## src/rtl/irqc_pkg.sv

```systemverilog
package irqc_pkg;

  localparam int MAX_LINES = 32;
  localparam int NONE_IDX  = MAX_LINES;

  typedef enum logic [2:0] {
    OP_IDLE,
    OP_ASK,
    OP_ACK1,
    OP_ACK2,
    OP_EOI
  } irqc_op_e;

  // Index of the lowest set bit, or NONE_IDX when the vector is empty.
  function automatic logic [5:0] lowest_set(input logic [MAX_LINES-1:0] v);
    logic [5:0] r;
    r = 6'(NONE_IDX);
    for (int i = MAX_LINES - 1; i >= 0; i--) begin
      if (v[i]) r = 6'(i);
    end
    return r;
  endfunction

  // Turn a strobe set into a single operation; first acknowledge dominates.
  function automatic irqc_op_e decode_op(input logic ask, input logic a1,
                                         input logic a2, input logic eoi);
    if (a1)       return OP_ACK1;
    else if (a2)  return OP_ACK2;
    else if (eoi) return OP_EOI;
    else if (ask) return OP_ASK;
    else          return OP_IDLE;
  endfunction

endpackage

```

## src/rtl/irqc_req_latch.sv

```systemverilog
module irqc_req_latch #(
  parameter int LINES = 8
) (
  input  logic             clk,
  input  logic             rst_n,
  input  logic [LINES-1:0] lines,
  input  logic [LINES-1:0] clr_oh,
  output logic [LINES-1:0] req,
  output logic [LINES-1:0] edge_seen
);

  logic [LINES-1:0] prev_q;

  always_ff @(posedge clk or negedge rst_n) begin
    if (!rst_n) prev_q <= '0;
    else        prev_q <= lines;
  end

  for (genvar g = 0; g < LINES; g++) begin : g_cell
    assign edge_seen[g] = lines[g] & ~prev_q[g];

    // A new edge has precedence over a clear in the same cycle.
    always_ff @(posedge clk or negedge rst_n) begin
      if (!rst_n)            req[g] <= 1'b0;
      else if (edge_seen[g]) req[g] <= 1'b1;
      else if (clr_oh[g])    req[g] <= 1'b0;
    end
  end

endmodule

```

## src/rtl/irqc_resolver.sv

```systemverilog
module irqc_resolver
  import irqc_pkg::*;
#(
  parameter int LINES = 8,
  parameter int IDX_W = 3
) (
  input  logic [LINES-1:0] req,
  input  logic [LINES-1:0] isr,
  output logic [IDX_W-1:0] win_idx,
  output logic             win_ok
);

  logic [5:0] req_low;
  logic [5:0] isr_low;

  always_comb begin
    req_low = lowest_set(MAX_LINES'(req));
    isr_low = lowest_set(MAX_LINES'(isr));
    win_idx = req_low[IDX_W-1:0];
    // Empty in-service register yields NONE_IDX, which no line reaches.
    win_ok  = (req_low != 6'(NONE_IDX)) && (req_low < isr_low);
  end

endmodule

```

## src/rtl/irqc_isr_bank.sv

```systemverilog
module irqc_isr_bank #(
  parameter int LINES = 8
) (
  input  logic             clk,
  input  logic             rst_n,
  input  logic [LINES-1:0] set_oh,
  input  logic             retire,
  output logic [LINES-1:0] isr,
  output logic [LINES-1:0] retire_oh
);

  function automatic logic [LINES-1:0] isolate_low(input logic [LINES-1:0] v);
    return v & (~v + LINES'(1));
  endfunction

  assign retire_oh = retire ? isolate_low(isr) : '0;

  always_ff @(posedge clk or negedge rst_n) begin
    if (!rst_n) isr <= '0;
    else        isr <= (isr & ~retire_oh) | set_oh;
  end

endmodule

```

## src/rtl/irqc_top.sv

```systemverilog
module irqc_top
  import irqc_pkg::*;
#(
  parameter int LINES = 8,
  parameter int IDX_W = (LINES > 1) ? $clog2(LINES) : 1
) (
  input  logic             clk,
  input  logic             rst_n,
  input  logic [LINES-1:0] irq_lines,
  input  logic             int_enable,
  input  logic             ask_stb,
  input  logic             ack1_stb,
  input  logic             ack2_stb,
  input  logic             eoi_stb,
  output logic             irq_pending,
  output logic             vec_load,
  output logic [IDX_W-1:0] vec_num
);

  irqc_op_e         op;
  logic [LINES-1:0] req_vec;
  logic [LINES-1:0] edge_seen;
  logic [LINES-1:0] isr_vec;
  logic [LINES-1:0] grant_oh;
  logic [LINES-1:0] eoi_clr_oh;
  logic [IDX_W-1:0] win_idx;
  logic             win_ok;
  logic             candidate;
  logic             grant;
  logic [IDX_W-1:0] num_q;

  assign op        = decode_op(ask_stb, ack1_stb, ack2_stb, eoi_stb);
  assign candidate = int_enable & win_ok;
  assign grant     = (op == OP_ACK1) & candidate;
  assign grant_oh  = grant ? (LINES'(1) << win_idx) : '0;

  irqc_req_latch #(.LINES(LINES)) u_req (
    .clk       (clk),
    .rst_n     (rst_n),
    .lines     (irq_lines),
    .clr_oh    (grant_oh),
    .req       (req_vec),
    .edge_seen (edge_seen)
  );

  irqc_resolver #(.LINES(LINES), .IDX_W(IDX_W)) u_res (
    .req     (req_vec),
    .isr     (isr_vec),
    .win_idx (win_idx),
    .win_ok  (win_ok)
  );

  irqc_isr_bank #(.LINES(LINES)) u_isr (
    .clk       (clk),
    .rst_n     (rst_n),
    .set_oh    (grant_oh),
    .retire    (op == OP_EOI),
    .isr       (isr_vec),
    .retire_oh (eoi_clr_oh)
  );

  always_ff @(posedge clk or negedge rst_n) begin
    if (!rst_n) begin
      irq_pending <= 1'b0;
      num_q       <= '0;
      vec_num     <= '0;
      vec_load    <= 1'b0;
    end else begin
      vec_load <= (op == OP_ACK2);
      unique case (op)
        OP_ASK:  irq_pending <= candidate;
        OP_ACK1: begin
          irq_pending <= 1'b0;
          if (grant) num_q <= win_idx;
        end
        OP_ACK2: vec_num <= num_q;
        default: ;
      endcase
    end
  end

endmodule

```

## config.mk

```make
export PLATFORM = sky130hd
export DESIGN_NAME = irqc_top
export DESIGN_NICKNAME = d
export VERILOG_FILES = /design/src/rtl/irqc_pkg.sv /design/src/rtl/irqc_req_latch.sv /design/src/rtl/irqc_resolver.sv /design/src/rtl/irqc_isr_bank.sv /design/src/rtl/irqc_top.sv
export SDC_FILE = /design/constraint.sdc
export NUM_CORES = 1
export LEC_CHECK = 0
export ABC_AREA = 0
export BUFFER_PORTS_ARGS = -buffer_cell sky130_fd_sc_hd__clkbuf_2
export CORE_MARGIN = 3
export CORE_UTILIZATION = 50
export DETAILED_ROUTE_END_ITERATION = 6
export GPL_TIMING_DRIVEN = 0
export PLACE_DENSITY_LB_ADDON = 0.15
export REMOVE_ABC_BUFFERS = 1
export SKIP_LAST_GASP = 1
export SLEW_MARGIN = 20
export SYNTH_ARGS = -nofsm -noshare
export SYNTH_HDL_FRONTEND = slang
export SYNTH_SLANG_ARGS = --single-unit
```

## constraint.sdc

```tcl
create_clock -name clk -period 3.1 [get_ports clk]
set_input_delay 0.62 -clock clk [delete_from_list [all_inputs] [get_ports clk]]
set_output_delay 0.62 -clock clk [all_outputs]
set_load 0.005 [all_outputs]
```

==> metrics.md <==
| Metric | Value |
|---|---|
| RSZ-0062 raised after global routing | yes |
| H-tree levels | 2 |
| Die Area | 3691 µm² |
| Crit path launch | u_isr.isr[2]$_DFF_PN0_ |
| Iteration-0 DRC Markers | 62 |
| Crit. path cell count | 8 |
| Static Leak | 0.8026 nW |
| Synth Flop Type | dfrtp_1 |
| Worst slew margin | 49.28% |
| WL met1 | 1367 µm |
| Pre-antenna DRT Iters | 4 |
| Layout Area Growth over Synthesis | 12.52% |
| Most frequent cells in the layout | 32 x dfrtp_1, 19 x clkbuf_2, 15 x o21ai_0 |
| Largest stage delay, worst path | 590 ps |
| Largest fanout on the critical path | 7 |
| First-pass GRT wire length | 4968 µm |
| Clk Latency, worst-skew pair | 320 ps |
| Number of global-route vias before repair | 1145 |
| Avg Synthesized Cell Area | 10.34 µm² |
| Aggregate global-route resource usage | 18.80% |
| Pwr/cell area | 675.2 nW/µm² |
| Buf+Inv Stages, Crit Path | 0 |
| Reg2reg path depth | 8 |
| Slew @ Worst Pin | 760.8 ps |
| Setup crit start kind | flop |
| Total overflow reported by the global router | 0 |
| Reg2reg start | u_isr.isr[2]$_DFF_PN0_ |
| Synth cell types | 38 |
| Die Ht | 60.75 µm |
| Topmost layer with routed signal wires | met4 |
| # clock sinks | 32 |
| Required time of the critical path | 3310 ps |
| Number of flops mapped to enable cells by yosys | 0 |
| WP data arrival | 3280 ps |
| Pins Over Slew Limit | 0 |
| Met3 wire len | 128 µm |
| Final net count | 188 |
| Detail Route met2 WL | 1395 µm |
| Setup Skew | 8.054 ps |
| Register area share after synthesis | 53.42% |
| # diodes | 0 |
| Core region area | 2805 µm² |
| Setup TNS Final | 0 ps |
| Final antenna-violating net count | 0 |
| Routed via count | 1182 |
| Max Cap Violations | 0 |
| Status | completed |
| Seq cells post-synth | 32 |
| Initial antenna violation count | 0 |
| Clock transition at path regs | 90 ps |
| Routed WL per cell | 14.68 µm |
| Post-Synthesis Cell Area | 1499 µm² |
| Tot Pwr | 0.001139 W |
| Chip width | 60.75 µm |
| Fmax | 325.2 MHz |
| Minimum clock period after layout | 3075 ps |
| Worst Setup Path Type | reg2reg |
| Post-cts hold buffer count | 0 |
| Gpl congestion | 0.8872 |
| CTS root buf | clkbuf_4 |
| Post-synth ARST share | 100.0% |
| Final setup viols | 0 |
| DRC errors left | 0 |
| Total CTS buffers | 5 |
| Final core utilization | 60.12% |
| R2r setup slk | 30 ps |
| Final WL | 2936 µm |
| Port Buffer Count | 19 |
| CTS max path bufs | 2 |
| Rows | 19 |
| YS warnings | 0 |
| Share of cells above drive strength 1 | 21.89% |
| Largest net degree at the start of global routing | 33 |
| CP max-delay cell | or4_4 |
| Most common cell after layout, fill and taps aside | dfrtp_1 |
| Starting density of the core | 53.43% |
| Critical path's top delay family | simple AND/OR/NAND/NOR gates |
| Hold Crit Class | in2async |
| Peak VDD IR | 445.8 µV |
| Tcrit/Tclk final | 99.19% |
| Half-perimeter wire length after detailed placement | 2223 µm |
| Worst-path cell chain | or4_4 > nand2b_1 > ha_1 > o31a_1 > or3_1 > a41o_1 > or3b_1 > a22o_1 |
| CTS tree | done |
| Fin. Hold Viols | 0 |
| Boundary pin count | 20 |
| Post-synthesis instance total | 145 |
| Vias per cell | 5.910 |
| Worst setup EP type | flop |
[metrics by stage]
stage / cells / worst slack, ps / hold slack, ps / instance area [µm²]
floorplan: 144 / 265.6 / 324.4 / 1495
global placement: 194 / 21.90 / 402.2 / 1629
detailed placement: 194 / -25.20 / 413.7 / 1629
CTS: 199 / 30.22 / 380.2 / 1675
global route: 200 / -85.19 / 393.4 / 1687
finish: 200 / 25.10 / 348.6 / 1687
[power by group]
part | switching [W] | internal [W]
clock | 0.000120 | 0.0000756
sequential | 0.0000653 | 0.000485
combinational | 0.000213 | 0.000180
total | 0.000399 | 0.000740
[worst register-to-register path: cells and delay by family, from the launching register on]
kind                     cells  cell delay [ps]
flip-flops                   1              430
adder cells (fa/ha/maj)      1              370
AO/OA/AOI/OAI                3              620
AND/OR/NAND/NOR              4             1550
[flip-flops by register name (all words and copies together) (netlist names)]
| register | cells |
|---|---|
| u_isr.isr | 8 |
| irq_pending | 1 |
| vec_load | 1 |
| u_req.prev_q | 8 |
| num_q | 3 |
| u_req.req | 8 |
| vec_num | 3 |
[synthesized netlist by cell type (2+ instances only)]
cell type / n / area share [%]
a21oi_1: 7 / 2.3
a22o_1: 3 / 1.8
and2_1: 2 / 0.83
dfrtp_1: 32 / 53
ha_1: 2 / 1.7
inv_1: 12 / 3.0
mux2_2: 5 / 3.8
nand2_1: 7 / 1.8
nand2b_1: 5 / 2.1
nor2_1: 10 / 2.5
nor2b_1: 5 / 2.1
nor3_1: 4 / 1.3
nor4_1: 3 / 1.3
o21ai_0: 15 / 5.0
o22ai_1: 3 / 1.3
o31a_1: 2 / 1.2
o31ai_1: 4 / 2.0
or3_1: 4 / 1.7
[cell type report]
cell class	instances	area (µm²)
sequential	32	800.8
multi-input combinational	100	661.9
inverter	12	45.04
fill	246	1119
timing repair buffer	20	102.6
tap	31	38.79
clock buffer	5	37.54
[what timing repair did]
| item | in CTS | in global routing |
|---|---|---|
| gates resized for setup | 2 | 1 |
| setup endpoints to repair | 3 | 3 |
| buffers inserted | 0 | 1 |
[path summary, 6_finish.rpt]
check,to
worst max-delay path,u_req.req[5]$_DFFE_PN0P_
worst min register to register,u_req.req[7]$_DFFE_PN0P_
max in group asynchronous,u_req.prev_q[5]$_DFF_PN0_
worst min-delay path,irq_pending$_DFFE_PN0P_
min in group clk,u_req.prev_q[7]$_DFF_PN0_
worst max register to register,u_req.req[5]$_DFFE_PN0P_
[routing by layer]
layer,up-vias,track usage [%]
li1,582,-
met1,571,23.22
met2,24,30.08
met3,5,6.809
met4,0,7.430
met5,-,0
[kinds of logic after synthesis]
| group | after synthesis | synth area share, % |
|---|---|---|
| AND/OR/NAND/NOR | 47 | 17.45 |
| AO/OA/AOI/OAI | 44 | 19.20 |
| flip-flops | 32 | 53.42 |
| buffers and inverters | 13 | 3.255 |
| multiplexers | 6 | 4.424 |
| adder cells (fa/ha/maj) | 2 | 1.669 |
| XOR/XNOR | 1 | 0.5844 |
Note: power is estimated with default switching activity, not from simulation.
